===== config.mk =====
export PLATFORM = sky130hd
export DESIGN_NAME = gpio_irq_port
export DESIGN_NICKNAME = d
export VERILOG_FILES = /design/src/rtl/gpio_port_pkg.sv /design/src/rtl/gpio_sync.sv /design/src/rtl/gpio_tick.sv /design/src/rtl/gpio_debounce.sv /design/src/rtl/gpio_irq_line.sv /design/src/rtl/gpio_irq_port.sv
export SDC_FILE = /design/constraint.sdc
export NUM_CORES = 1
export LEC_CHECK = 0
export ABC_AREA = 1
export BUFFER_PORTS_ARGS = -buffer_cell sky130_fd_sc_hd__buf_2
export CORE_AREA = 2 2 144 90
export CTS_CLUSTER_DIAMETER = 50
export CTS_CLUSTER_SIZE = 8
export DETAILED_ROUTE_END_ITERATION = 16
export DIE_AREA = 0 0 146 92
export GPL_TIMING_DRIVEN = 0
export SYNTH_ARGS = -nofsm -noshare
export SYNTH_HDL_FRONTEND = slang
export SYNTH_SLANG_ARGS = --single-unit

===== constraint.sdc =====
create_clock -name clk -period 2.7 [get_ports clk]
set_input_delay 0.135 -clock clk [delete_from_list [all_inputs] [get_ports clk]]
set_output_delay 0.135 -clock clk [all_outputs]
set_load 0.05 [all_outputs]

===== src/rtl/gpio_port_pkg.sv =====
package gpio_port_pkg;
  localparam int ADDR_DATA  = 'h00;
  localparam int ADDR_DIR   = 'h10;
  localparam int ADDR_MODE  = 'h90;
  localparam int ADDR_POL   = 'h94;
  localparam int ADDR_ACK   = 'h98;
  localparam int ADDR_EN    = 'h9C;
  localparam int ADDR_STAT  = 'hA0;
  localparam int ADDR_DBEN  = 'hA8;
endpackage


===== src/rtl/gpio_sync.sv =====
module gpio_sync #(
  parameter int W      = 8,
  parameter int STAGES = 2
) (
  input  logic         clk,
  input  logic         rst,
  input  logic [W-1:0] din,
  output logic [W-1:0] dout
);
  logic [STAGES-1:0][W-1:0] pipe;

  always_ff @(posedge clk) begin
    if (rst) pipe <= '0;
    else     pipe <= {pipe[STAGES-2:0], din};
  end

  assign dout = pipe[STAGES-1];
endmodule


===== src/rtl/gpio_tick.sv =====
module gpio_tick #(
  parameter int DIV = 4
) (
  input  logic clk,
  input  logic rst,
  output logic tick
);
  localparam int CW = (DIV > 1) ? $clog2(DIV) : 1;
  logic [CW-1:0] cnt;

  always_ff @(posedge clk) begin
    if (rst) begin
      cnt  <= '0;
      tick <= 1'b0;
    end else if (cnt == CW'(DIV - 1)) begin
      cnt  <= '0;
      tick <= 1'b1;
    end else begin
      cnt  <= cnt + 1'b1;
      tick <= 1'b0;
    end
  end
endmodule


===== src/rtl/gpio_debounce.sv =====
module gpio_debounce #(
  parameter int STABLE = 4
) (
  input  logic clk,
  input  logic rst,
  input  logic tick,
  input  logic en,
  input  logic din,
  output logic dout
);
  localparam int CW = (STABLE > 1) ? $clog2(STABLE) : 1;
  logic [CW-1:0] cnt;

  always_ff @(posedge clk) begin
    if (rst) begin
      dout <= 1'b0;
      cnt  <= '0;
    end else if (!en) begin
      dout <= din;
      cnt  <= '0;
    end else if (din == dout) begin
      cnt  <= '0;
    end else if (tick) begin
      if (cnt == CW'(STABLE - 1)) begin
        dout <= din;
        cnt  <= '0;
      end else begin
        cnt  <= cnt + 1'b1;
      end
    end
  end
endmodule


===== src/rtl/gpio_irq_line.sv =====
module gpio_irq_line (
  input  logic clk,
  input  logic rst,
  input  logic det,
  input  logic edge_mode,
  input  logic pol,
  input  logic en,
  input  logic ack,
  output logic pend,
  output logic held
);
  logic prev;
  logic event_hit;
  logic lvl_hit;

  assign event_hit = edge_mode & en & (pol ? (det & ~prev) : (~det & prev));
  assign lvl_hit   = ~edge_mode & (det == pol);

  always_ff @(posedge clk) begin
    if (rst) begin
      prev <= 1'b0;
      held <= 1'b0;
    end else begin
      prev <= det;
      if (!en || !edge_mode) held <= 1'b0;
      else if (event_hit)    held <= 1'b1;
      else if (ack)          held <= 1'b0;
    end
  end

  assign pend = (held | lvl_hit) & en;
endmodule


===== src/rtl/gpio_irq_port.sv =====
module gpio_irq_port
  import gpio_port_pkg::*;
#(
  parameter int NLINES      = 8,
  parameter int AW          = 8,
  parameter int DB_DIV      = 4,
  parameter int DB_STABLE   = 4,
  parameter int SYNC_STAGES = 2
) (
  input  logic              clk,
  input  logic              rst,
  input  logic [AW-1:0]     bus_addr,
  input  logic              bus_we,
  input  logic [NLINES-1:0] bus_wdata,
  output logic [NLINES-1:0] bus_rdata,
  input  logic [NLINES-1:0] pad_in,
  output logic [NLINES-1:0] pad_out,
  output logic [NLINES-1:0] pad_oe,
  output logic [NLINES-1:0] irq_line,
  output logic              irq_any
);
  logic [NLINES-1:0] data_q, dir_q, mode_q, pol_q, en_q, dben_q;
  logic [NLINES-1:0] sync_v, filt_v, det_v, status_v, held_v, ack_v;
  logic              tick;

  always_ff @(posedge clk) begin
    if (rst) begin
      data_q <= '0;
      dir_q  <= '0;
      mode_q <= '0;
      pol_q  <= '0;
      en_q   <= '0;
      dben_q <= '0;
    end else if (bus_we) begin
      if (bus_addr == AW'(ADDR_DATA)) data_q <= bus_wdata;
      if (bus_addr == AW'(ADDR_DIR))  dir_q  <= bus_wdata;
      if (bus_addr == AW'(ADDR_MODE)) mode_q <= bus_wdata;
      if (bus_addr == AW'(ADDR_POL))  pol_q  <= bus_wdata;
      if (bus_addr == AW'(ADDR_EN))   en_q   <= bus_wdata;
      if (bus_addr == AW'(ADDR_DBEN)) dben_q <= bus_wdata;
    end
  end

  assign ack_v = (bus_we && bus_addr == AW'(ADDR_ACK)) ? bus_wdata : '0;

  gpio_sync #(.W(NLINES), .STAGES(SYNC_STAGES)) u_sync (
    .clk(clk), .rst(rst), .din(pad_in), .dout(sync_v)
  );

  gpio_tick #(.DIV(DB_DIV)) u_tick (
    .clk(clk), .rst(rst), .tick(tick)
  );

  for (genvar i = 0; i < NLINES; i++) begin : g_line
    gpio_debounce #(.STABLE(DB_STABLE)) u_db (
      .clk(clk), .rst(rst), .tick(tick), .en(dben_q[i]),
      .din(sync_v[i]), .dout(filt_v[i])
    );
    assign det_v[i] = dben_q[i] ? filt_v[i] : sync_v[i];
    gpio_irq_line u_irq (
      .clk(clk), .rst(rst), .det(det_v[i]), .edge_mode(mode_q[i]),
      .pol(pol_q[i]), .en(en_q[i]), .ack(ack_v[i]),
      .pend(status_v[i]), .held(held_v[i])
    );
  end

  always_ff @(posedge clk) begin
    if (rst) begin
      bus_rdata <= '0;
      irq_line  <= '0;
      irq_any   <= 1'b0;
    end else begin
      irq_line <= status_v;
      irq_any  <= |status_v;
      case (bus_addr)
        AW'(ADDR_DATA): bus_rdata <= (dir_q & data_q) | (~dir_q & sync_v);
        AW'(ADDR_DIR):  bus_rdata <= dir_q;
        AW'(ADDR_MODE): bus_rdata <= mode_q;
        AW'(ADDR_POL):  bus_rdata <= pol_q;
        AW'(ADDR_EN):   bus_rdata <= en_q;
        AW'(ADDR_STAT): bus_rdata <= status_v;
        AW'(ADDR_DBEN): bus_rdata <= dben_q;
        default:        bus_rdata <= '0;
      endcase
    end
  end

  assign pad_out = data_q;
  assign pad_oe  = dir_q;
endmodule


Word-level counts from Yosys, hierarchy flattened
Index checks and enable logic that the tools add are counted.
{"block": "word_totals", "register_bits": 124, "in_bits": 27, "out_inout_bits": 33, "elab_cells": 343}
{"block": "classes", "add_sub_neg": 9, "eq_ne": 56, "mux": 75, "bitwise_logic": 92, "n_reduce_logical": 66}
{"cell": "two-way mux 1 bit", "count": 65}
{"cell": "one-hot mux 8 bit (7 select lines)", "count": 1}
{"cell": "AND 1 bit", "count": 48}
{"cell": "equality test 8 bit, second input constant", "count": 6}
{"cell": "!= test 2 x 1 -> 1 bit, second input constant", "count": 16}
{"cell": "inverter 1 bit", "count": 32}
{"cell": "AND reduction 3 bit", "count": 8}
{"cell": "OR reduction 3 bit", "count": 8}
{"cell": "adder 2 x 1 -> 2 bit, second input constant", "count": 9}
{"cell": "equality test 2 bit, second input constant", "count": 9}
{"cell": "OR reduction 2 bit", "count": 9}
{"cell": "AND 8 bit", "count": 2}
{"cell": "equality test 1 bit", "count": 16}
{"cell": "logical NOT 1 bit", "count": 16}
{"cell": "two-way mux 2 bit", "count": 8}
{"cell": "!= test 2 bit, second input constant", "count": 8}
{"cell": "nonzero test 2 bit", "count": 8}
{"cell": "AND reduction 2 bit", "count": 6}
{"cell": "equality test 8 x 5 -> 1 bit, second input constant", "count": 1}
{"cell": "logical NOT 8 bit", "count": 1}
{"cell": "logical OR 1 bit", "count": 8}
{"cell": "two-way mux 8 bit", "count": 1}
{"cell": "inverter 8 bit", "count": 1}
{"cell": "OR 1 bit", "count": 8}
{"cell": "3 further kinds", "count": 3}

Depth between registers and ports, before layout
Gate-level depths: netlist (run 1).
{"block": "logic_depth", "depth_word": 6, "ltp_mapped": 10, "depth_no_buf": 10}

Hierarchy
Synthesis (run 1) repeated with hierarchy kept, for this count alone.
{"block": "hier_totals", "cells_unflattened": 877, "area_unflattened_um2": 5926.9}
{"module": "gpio_irq_port", "n_inst": 1, "cells_each": 440, "area_each_um2": 3031.7, "seq_area_each_um2": 1301.2}
{"module": "gpio_debounce", "n_inst": 8, "cells_each": 26, "area_each_um2": 163.9, "seq_area_each_um2": 60.1}
{"module": "gpio_irq_line", "n_inst": 8, "cells_each": 20, "area_each_um2": 118.9, "seq_area_each_um2": 40.0}
{"module": "gpio_sync", "n_inst": 1, "cells_each": 58, "area_each_um2": 534.3, "seq_area_each_um2": 320.3}
{"module": "gpio_tick", "n_inst": 1, "cells_each": 11, "area_each_um2": 98.8, "seq_area_each_um2": 60.1}

Worst setup path before layout (run 1)
OpenSTA, ideal clock, no wires.
{"block": "synth_timing", "path_kind": "input-to-reg", "startpoint": "in bus_addr[1]", "endpoint": "reg pol_q[5]", "setup_time_ps": 119, "t_arrival_ps": 1144, "t_required_ps": 2581, "path_slack_ps": 1436, "stages": 7, "n_path_buf": 1, "path_cell_list": "nor2_4 -> inv_1 -> nor3_4 -> nand2_1 -> buf_2 -> o21ai_0 -> a21oi_1"}
{"block": "synth_between", "elab_chain_cells": 2}
{"item": "from (decl)", "line_no": "gpio_irq_port.sv:12", "source": "input logic [AW-1:0] bus_addr,"}
{"item": "equality test 8 bit", "line_no": "gpio_irq_port.sv:38", "source": "if (bus_addr == AW'(ADDR_POL)) pol_q <= bus_wdata;"}
{"item": "AND reduction 2 bit (no line)"}
{"item": "to (signal assigned)", "line_no": "gpio_irq_port.sv:38"}
{"item": "to (decl)", "line_no": "gpio_irq_port.sv:22", "source": "logic [NLINES-1:0] data_q, dir_q, mode_q, pol_q, en_q, dben_q;"}
Every way passes these cells.
A chain may end at the register's enable or synchronous reset.

==> results.ini, run 1 <==
[routing]
drt_first_pass_iters = 5
routed_wl_mm = 17.2
drt_iter0_markers = 521
antenna_left = 0
vias = 5428
drc = 0
vias_per_cell = 5.52
avgRoutedWirePerCell_um = 17.5

[critical_path]
cp_max_fo = 10
cp-end-kind = flop
worst_setup_path_start_kind = flop
required_ps = 3040
cp.arrival_ps = 2030
rr_startpoint = u_tick.tick$_SDFF_PP0_
ff2ff_path_depth = 6
cp-endpoint = g_line[0].u_db.cnt[0]$_SDFFE_PP0P_
reg2reg_to = g_line[0].u_db.cnt[0]$_SDFFE_PP0P_
crit_start = u_tick.tick$_SDFF_PP0_
critPathKind = flop to flop
r2r_setup_slack_ps = 1020

[final_layout]
area_delta_synth_final_pct = 21.9
mostFrequentLayoutCell = dfxtp_1
num_antenna_cells = 0
regArea_um2 = 2480
design_area_um2 = 6490
fill_cells = 1194
final_layout_size_suffix_gt1_share_pct = 14.4
nets = 836
multi_input_area_um2 = 2420
final_cell_mix = dfxtp_1, a21oi_1, nand2_1, nand3_1, inv_1

[timing]
post-route-period-util_pct = 62.4
finalWorstSetupSlack_ps = 1020
rsz0062_at_grt = false
finalHoldViolCount = 0
hold_ws_ps = 49.5
drv_slew = 0
maxSlewHeadroom_pct = 40.0
setup_viol = 0
fin_crit_ps = 1680
tightest_slew_ps = 900
fin_skew_ps = 9.30
fmax_ghz = 0.594
fin_setup_tns_ps = 0

[cts]
htree_levels = 4
clkTransAtPathRegs_ps = 60
clk_path_buf_depth = 2
clock_sinks = 124
clk_latency_ps = 410
root_buffer = clkbuf_16
cts_made_buffers = 17
cts_tree = yes

[grt]
grt_most_used_layer = met2
use_met1_pct = 35.5
grt_use_met3_pct = 6.92
antenna_found_initial = 0
grt_util_all_layers_pct = 26.4
met2_usage_pct = 40.4
first_global_vias = 5238
grt_max_degree = 17
grt_pass1_wl_mm = 27.1
overflow = 0

[floorplanning]
row_count = 32
die_w_um = 146
ioPinCount = 60
design.die.area_um2 = 13400
initial_core_util_pct = 43.2
core-area_um2 = 12300
dieHeight_um = 92

[synth]
synthesis.area_um2 = 5330
yosys.cell_types.count = 27
synth.avg_cell_area_um2 = 7.45
ys_warn_count = 0
ys_ff_latch = 124
ys_seq_area_share_pct = 46.6
synthCells = 715
synth_nets = 751

[pwr]
peakVddDrop_mv = 0.396
power.share.clock_pct = 52.0
intPower_mw = 3.30
total_power_mw = 4.33
pwr-share-seq_pct = 43.2
p_sw_share_pct = 23.7
p_sw_mw = 1.03
powerDensity_nw_per_um2 = 666
pwr-share-comb_pct = 4.8
leakage_nw = 2.63

[placed_design]
placed_cell_area_um2 = 5830
dp.final_hpwl_mm = 12.2
gp_congestion = 0.963
pre_cts_slack_ps = 697
portBuffers = 58

[job]
drv_cap = 0

[min_path]
min_path_cells = 3
min_path_type = primary input to flop

[outcome]
status = complete, no violations

worst min-delay path by stage:
| stage | startpoint | end | slack (ps) |
|---|---|---|---|
| floorplan | pad_in[0] | u_sync.pipe[0]$_SDFF_PP0_ | 240 |
| global placement | pad_in[7] | u_sync.pipe[7]$_SDFF_PP0_ | 340 |
| detailed placement | pad_in[7] | u_sync.pipe[7]$_SDFF_PP0_ | 340 |
| CTS | bus_wdata[7] | en_q[7]$_SDFFE_PP0P_ | 40 |
| global route | bus_wdata[7] | en_q[7]$_SDFFE_PP0P_ | 80 |
| finish | bus_wdata[2] | pad_oe[2]$_SDFFE_PP0P_ | 50 |
flip-flops by register name, summed over array words and instances (netlist names), 2 cells and up:
register / cells
u_tick.cnt: 2
g_line.u_irq.prev: 8
pol_q: 8
u_sync.dout: 8
pad_out: 8
g_line.u_db.dout: 8
pad_oe: 8
bus_rdata: 8
mode_q: 8
en_q: 8
g_line.u_db.cnt: 16
u_sync.pipe: 8
irq_line: 8
dben_q: 8
g_line.u_irq.held: 8
worst max-delay path, stage by stage (launching register included):
cell      delay, ps
dfxtp_1         300
clkbuf_1        340
inv_1           260
clkbuf_1        320
nor3_1          210
a21oi_1          60
nor2_1          110
kinds of logic after synthesis:
kind of cell	Yosys count	synth area share (%)
flops	124	46.6
fa+ha+maj	9	2.11
compound gates	195	19.3
simple gates	278	24.0
buf+inv	109	8.03
power by group through the flow:
| stage | Combinational, mW | Sequential (mW) | Clock [mW] |
|---|---|---|---|
| 2_1_floorplan | 0.109 | 1.91 | 0 |
| 3_3_place_gp | 0.191 | 1.91 | 0 |
| 3_5_place_dp | 0.195 | 1.91 | 0 |
| 4_1_cts | 0.205 | 1.87 | 2.27 |
| 5_1_grt | 0.230 | 1.87 | 2.37 |
| 6_report | 0.208 | 1.87 | 2.25 |
synth_stat cells:
| library cell | number | share of area [%] |
|---|---|---|
| a211oi_1 | 4 | 0.56 |
| a21oi_1 | 108 | 10 |
| buf_1 | 2 | 0.14 |
| buf_2 | 6 | 0.56 |
| buf_4 | 3 | 0.42 |
| clkbuf_1 | 14 | 0.99 |
| dfxtp_1 | 124 | 47 |
| ha_1 | 9 | 2.1 |
| inv_1 | 80 | 5.6 |
| inv_2 | 4 | 0.28 |
| nand2_1 | 107 | 7.5 |
| nand2_2 | 1 | 0.12 |
| nand3_1 | 89 | 8.4 |
| nand3_2 | 1 | 0.19 |
| nand3_4 | 1 | 0.33 |
| nand3b_1 | 1 | 0.14 |
| nand4_2 | 1 | 0.23 |
| nor2_1 | 57 | 4.0 |
| nor2_2 | 2 | 0.23 |
| nor2_4 | 5 | 1.1 |
| nor3_1 | 9 | 0.85 |
| nor3_2 | 1 | 0.19 |
| nor3_4 | 2 | 0.61 |
| nor3b_1 | 1 | 0.14 |
| o211ai_1 | 16 | 2.3 |
| o21ai_0 | 65 | 6.1 |
| o21ai_1 | 2 | 0.19 |
layout make-up:
type | count | share of cell area [%]
flip-flops and latches | 124 | 38.2
multi-input cells | 482 | 37.2
clock buffers | 18 | 6.76
repair buffers | 66 | 5.70
inverters | 84 | 4.86
well taps | 170 | 3.28
clock inverters | 14 | 2.22
plain buffers | 25 | 1.73
layer usage:
layer,share of wire [%],vias to the layer above
met1,45,2544
met3,9.3,42
met2,43,261
li1,-,2581
met4,2.8,0
met5,0,-
metrics by stage:
stage / util, % / std cells
6_report: 52.7 / 983
5_1_grt: 52.7 / 983
4_1_cts: 52.7 / 983
2_1_floorplan: - / 715
3_5_place_dp: 47.3 / 943
3_3_place_gp: 47.3 / 943
what timing repair did:
| item | in CTS | in global routing |
|---|---|---|
| hold buffers | 8 | 0 |
| setup endpoints to repair | 0 | 0 |
| setup buffers | 0 | 0 |
| gates resized for setup | 0 | 0 |
| endpoints found under the hold margin | 8 | 0 |
(Power assumes the default switching activity.)
==> run 2: changes to the inputs <==
--- a/config.mk
+++ b/config.mk
@@ -5,7 +5,7 @@
 export SDC_FILE = /design/constraint.sdc
 export NUM_CORES = 1
 export LEC_CHECK = 0
-export ABC_AREA = 1
+export ABC_AREA = 0
 export BUFFER_PORTS_ARGS = -buffer_cell sky130_fd_sc_hd__buf_2
 export CORE_AREA = 2 2 144 90
 export CTS_CLUSTER_DIAMETER = 50
==> constraint.sdc (replaced) <==
create_clock -name clk -period 1.7 [get_ports clk]
set_input_delay 0.085 -clock clk [delete_from_list [all_inputs] [get_ports clk]]
set_output_delay 0.085 -clock clk [all_outputs]
set_load 0.05 [all_outputs]
==> run 2 against run 1 <==
Die area unchanged. Worst setup slack got worse by 970 ps. First-iteration DRC count decreased by 27%. Sequential share of layout area decreased by 1.5 points. Clock power increased by 72%. Register-to-register slack got worse by 950 ps. Synthesized cell count decreased by 17%. Cell count decreased by 11%. Via count decreased by 13%. Sequential power increased by 59%. Critical path type is now primary input to flop. Largest power group unchanged.
==> results.ini, run 2 <==
[outcome]
status = complete, no violations

[routing]
vias_per_cell = 5.43
drt_first_pass_iters = 6
routed_wl_mm = 16.1
vias = 4725
antenna_left = 0
avgRoutedWirePerCell_um = 18.5
drc = 0
drt_iter0_markers = 382

[floorplanning]
design.die.area_um2 = 13400
ioPinCount = 60
core-area_um2 = 12300
row_count = 32
die_w_um = 146
initial_core_util_pct = 43.3
dieHeight_um = 92

[placed_design]
portBuffers = 57
gp_congestion = 0.866
placed_cell_area_um2 = 5830
dp.final_hpwl_mm = 10.9

[final_layout]
num_antenna_cells = 0
area_delta_synth_final_pct = 27.4
largest_reg_flops = 16
design_area_um2 = 6800
mostFrequentLayoutCell = dfxtp_1
regMostFlops = g_line.u_db.cnt
final_cell_mix = dfxtp_1, nor2_1, nand2_1, buf_2, mux2i_1
final_layout_size_suffix_gt1_share_pct = 19.3
post-route-util_pct = 55.1
nets = 723

[synth]
synth.most_common_cell = dfxtp_1
synthTopCellsByArea = dfxtp_1, mux2i_1, nor2_1
synthesis.area_um2 = 5330
synthCells = 593
synth_common_cells = dfxtp_1, nor2_1, nand2_1
synth_flop_cell = dfxtp_1
synth_edf_count = 0
synth_nets = 629
synth_largest_area_cell = dfxtp_1
ys_warn_count = 0
synth.avg_cell_area_um2 = 8.99
ys_async_sr_fraction_pct = 0
yosys.cell_types.count = 41
ys_ff_latch = 124
synth_top_cell_area_share_pct = 46.5
ys_seq_area_share_pct = 46.5

[pwr]
peakVddDrop_mv = 0.696
pwr-share-seq_pct = 41.4
p_sw_mw = 1.62
pwr-share-comb_pct = 4.9
p_sw_share_pct = 22.5
leakage_nw = 2.72
power.share.clock_pct = 53.8
powerDensity_nw_per_um2 = 1060
intPower_mw = 5.57

[timing]
drv_slew = 0
fin_crit_ps = 1650
tightest_slew_ps = 812
fmax_ghz = 0.606
fin_skew_ps = 6.21
maxSlewHeadroom_pct = 45.9
finalHoldViolCount = 0
post-route-period-util_pct = 97.1
setup_viol = 0

[grt]
grt_util_all_layers_pct = 24.5
grt_max_degree = 17
first_global_vias = 4570
antenna_found_initial = 0
grt_pass1_wl_mm = 24.9
overflow = 0

[critical_path]
required_ps = 1970
cp_max_fo = 10
critPathKind = primary input to flop
cp_cell_sequence = buf_2 -> and4bb_1 -> buf_6 -> nand3_4 -> nor3_4 -> mux2i_1 -> nor2_1
crit_slowest_cell = nor3_4
cp.arrival_ps = 1920
worst_setup_path_start_kind = primary input
cp-end-kind = flop
max_stage_delay_ps = 630

[cts]
clk_latency_ps = 410
clk_path_buf_depth = 2
clock_sinks = 124
clkTransAtPathRegs_ps = 60
htree_levels = 4
root_buffer = clkbuf_16
cts_tree = yes
cts_made_buffers = 17

[job]
drv_cap = 0

[min_path]
min_path_type = primary input to flop

==> run 2: per-layer routing <==
metal / up-vias / part of all wire (%) / GRT usage [%]
li1: 2244 / - / -
met1: 2302 / 45 / 33.0
met2: 159 / 46 / 39.9
met3: 20 / 7.7 / 5.62
met4: 0 / 1.3 / 6.72
met5: - / 0 / 0
==> run 2: area by class of cell <==
cell class,count,area [µm²]
repair buffers,76,468
well taps,170,213
clock inverters,14,195
multi-input cells,440,2860
plain buffers,24,109
fillers,1140,5530
inverters,4,15.0
flip-flops and latches,124,2500
clock buffers,18,439
==> run 2: kinds of logic after synthesis <==
group           synth area share, %
compound gates                 9.41
xor+xnor                       2.63
fa+ha+maj                      2.11
buf+inv                        2.37
flops                          46.5
mux                            12.0
simple gates                   24.9
==> run 2: worst paths after layout <==
path | from | endpoint | slack, ps | cells past startpoint
hold reg to reg | u_sync.pipe[4]$_SDFF_PP0_ | u_sync.dout[4]$_SDFF_PP0_ | 430 | 1
setup reg to reg | dben_q[5]$_SDFFE_PP0P_ | irq_any$_SDFF_PP0_ | 70 | 5
setup / recovery | bus_addr[5] | en_q[4]$_SDFFE_PP0P_ | 50 | 7
hold / removal | bus_addr[3] | pol_q[5]$_SDFFE_PP0P_ | 230 | 4
==> run 2: repair_timing <==
action                                  in CTS  in global routing
endpoints found under the hold margin       16                  0
gates resized for setup                     22                 15
endpoints found under the setup margin      11                  5
hold buffers                                16                  0
pin swaps                                    0                  2
setup buffers                                1                  2
==> run 2: worst max-delay path: cells and delay by family <==
| kind | cells | cell delay [ps] |
|---|---|---|
| and+or+nand+nor | 4 | 1230 |
| buffers and inverters | 2 | 340 |
| muxes | 1 | 280 |
==> run 2: power by group through the flow <==
stage / registers (mW) / clock network [mW] / logic, mW
after floorplan: 3.03 / 0 / 0.172
after global placement: 3.03 / 0 / 0.299
after detailed placement: 3.03 / 0 / 0.305
after CTS: 2.97 / 3.91 / 0.341
after global routing: 2.97 / 4.05 / 0.378
final: 2.97 / 3.86 / 0.351
==> run 2: per-stage QoR <==
step | worst slack [ps] | TNS (ps) | total power, mW | hold slack [ps] | cells
after floorplan | 201 | 0 | 3.20 | 213 | 593
after global placement | -393 | -12260 | 3.33 | 294 | 820
after detailed placement | -438 | -12670 | 3.33 | 300 | 820
after CTS | -4.31 | -4.31 | 7.22 | 206 | 868
after global routing | -32.2 | -75.7 | 7.41 | 231 | 870
final | 49.0 | 0 | 7.19 | 234 | 870
==> run 3: changes to the inputs <==
--- a/config.mk
+++ b/config.mk
@@ -7,12 +7,13 @@
 export LEC_CHECK = 0
 export ABC_AREA = 0
 export BUFFER_PORTS_ARGS = -buffer_cell sky130_fd_sc_hd__buf_2
-export CORE_AREA = 2 2 144 90
+export CORE_AREA = 2 2 137 86
 export CTS_CLUSTER_DIAMETER = 50
 export CTS_CLUSTER_SIZE = 8
 export DETAILED_ROUTE_END_ITERATION = 16
-export DIE_AREA = 0 0 146 92
+export DIE_AREA = 0 0 139 88
 export GPL_TIMING_DRIVEN = 0
+export PLACE_DENSITY = 0.68
 export SYNTH_ARGS = -nofsm -noshare
 export SYNTH_HDL_FRONTEND = slang
 export SYNTH_SLANG_ARGS = --single-unit
==> run 3 against run 2 <==
Via count up 2.8%. Sequential power about the same. Global-route usage is 2.2 points higher. First-iteration DRC count rose by 5.0%. Sequential share of layout area grew 0.23 points. Count of clock-buffer cells in the layout shrank 1. Register-to-register slack worse by 60 ps. Critical path depth shrank 2. Power decreased by 2.9%. Cell count down 2.9%. Clock power shrank 5.2%. Worst hold slack got worse by 210 ps. Critical path type is now flop to flop.
==> results.ini, run 3 (synthesized netlist as in run 2, its figures left out) <==
[critical_path]
cp-end-kind = flop
reg2reg_to = irq_any$_SDFF_PP0_
ff2ff_path_depth = 5
path_buf_inv = 0
max_stage_delay_ps = 400
r2r_setup_slack_ps = 7
path_depth = 5
crit_start = dben_q[7]$_SDFFE_PP0P_
cp-endpoint = irq_any$_SDFF_PP0_
crit_slowest_cell = dfxtp_2
worst_setup_path_start_kind = flop
cp.arrival_ps = 1960
required_ps = 1960
critPathKind = flop to flop
rr_startpoint = dben_q[7]$_SDFFE_PP0P_
cp_cell_sequence = mux2i_4 -> xnor2_1 -> o21ai_2 -> nor4_2 -> a21oi_1
cp_max_fo = 6
path_delay_family = flip-flops

[placed_design]
gp_congestion = 0.911
pre_cts_slack_ps = -315
dp.final_hpwl_mm = 10.8
portBuffers = 57
place_inst = 794

[cts]
htree_levels = 4
clock_sinks = 124
cts_tree = yes
root_buffer = clkbuf_16
clk_latency_ps = 420
cts_made_buffers = 17
clk_path_buf_depth = 2
clkTransAtPathRegs_ps = 60

[timing]
finalWorstSetupSlack_ps = 6.69
fmax_ghz = 0.591
fin_skew_ps = 6.55
fin_crit_ps = 1690
setup_viol = 0
finalHoldViolCount = 0
tightest_slew_ps = 851
hold_ws_ps = 24.9
maxSlewHeadroom_pct = 43.1
rsz0062_at_grt = true
drv_slew = 0
post-route-period-util_pct = 99.6

[floorplanning]
design.die.area_um2 = 12200
ioPinCount = 60
die_w_um = 139
row_count = 30
dieHeight_um = 88
core-area_um2 = 11000
initial_core_util_pct = 48.7

[final_layout]
final_cell_mix = dfxtp_1, nor2_1, nand2_1, buf_2, mux2i_1
regArea_um2 = 2490
final_cells = 845
regMostFlops = g_line.u_db.cnt
mostFrequentLayoutCell = dfxtp_1
largest_reg_flops = 16
multi_input_area_um2 = 2870
final_layout_size_suffix_gt1_share_pct = 19.0
fill_cells = 922
num_antenna_cells = 0
area_delta_synth_final_pct = 26.3
nets = 724

[grt]
grt_max_degree = 17
first_global_vias = 4663
grt_pass1_wl_mm = 24.7
overflow = 0
antenna_found_initial = 0
grt_util_all_layers_pct = 26.8

[routing]
routed_wl_mm = 15.9
vias_per_cell = 5.75
drt_iter0_markers = 401
vias = 4859
antenna_left = 0
avgRoutedWirePerCell_um = 18.9
drc = 0
drt_first_pass_iters = 5

[pwr]
peakVddDrop_mv = 0.778
leakage_nw = 2.70
powerDensity_nw_per_um2 = 1040

[min_path]
min_path_type = primary input to flop

[outcome]
status = complete, no violations

[job]
drv_cap = 0

[run 3: cell count changes in the layout (fill, tap and decap cells not counted), sizes merged]
cell         delta
clkbuf          -1
clkinv          -1
clkinvlp        +3
dlygate4sd3     -1
buf             +2
bufinv          -1
[run 3: power by group]
part / switching [mW] / internal [mW] / total (mW)
registers: 0.0343 / 2.94 / 2.98
logic: 0.213 / 0.133 / 0.346
clock network: 1.36 / 2.30 / 3.66
[run 3: routing by layer]
layer | vias to the layer above | track usage (%) | share of wire [%]
met5 | - | 0 | 0
met4 | 0 | 11.4 | 2.3
met3 | 34 | 6.56 | 7.7
met2 | 239 | 43.1 | 46
met1 | 2335 | 35.0 | 44
li1 | 2251 | - | -
[run 3: worst min-delay path: stages]
cell and delay, ps:
buf_2 150, nand3_1 90, a21oi_1 70
[run 3: timing repair]
action	in CTS	in global routing
endpoints found under the setup margin	12	29
gates resized for setup	16	17
hold endpoints to repair	15	0
hold buffers	15	0
cloned	0	0
setup buffers	1	4
[run 3: worst min-delay path by stage]
stage / cells past startpoint / to / startpoint
floorplan: 1 / u_sync.pipe[0]$_SDFF_PP0_ / pad_in[0]
global placement: 2 / u_sync.pipe[3]$_SDFF_PP0_ / pad_in[3]
detailed placement: 2 / u_sync.pipe[5]$_SDFF_PP0_ / pad_in[5]
CTS: 3 / dben_q[7]$_SDFFE_PP0P_ / bus_wdata[7]
global route: 3 / dben_q[7]$_SDFFE_PP0P_ / bus_wdata[7]
finish: 3 / dben_q[7]$_SDFFE_PP0P_ / bus_wdata[7]
[run 3: stage by stage]
stage | power [mW] | util (%) | TNS [ps] | instance area, µm²
after detailed placement | 3.33 | 52.9 | -10890 | 5800
after CTS | 6.98 | 60.4 | -8.30 | 6620
final | 6.98 | 61.5 | 0 | 6740
after global placement | 3.32 | 52.9 | -9850 | 5800
after global routing | 7.20 | 61.5 | -46.7 | 6740
after floorplan | 3.20 | - | 0 | 5330
[run 3: cell type report]
type,instances,area share (%)
Tap cell,144,2.67
Multi-Input combinational cell,440,42.6
Sequential cell,124,37.0
Clock buffer,17,6.31
Inverter,4,0.223
Clock inverter,15,2.60
Timing Repair Buffer,77,7.02
Buffer,24,1.62
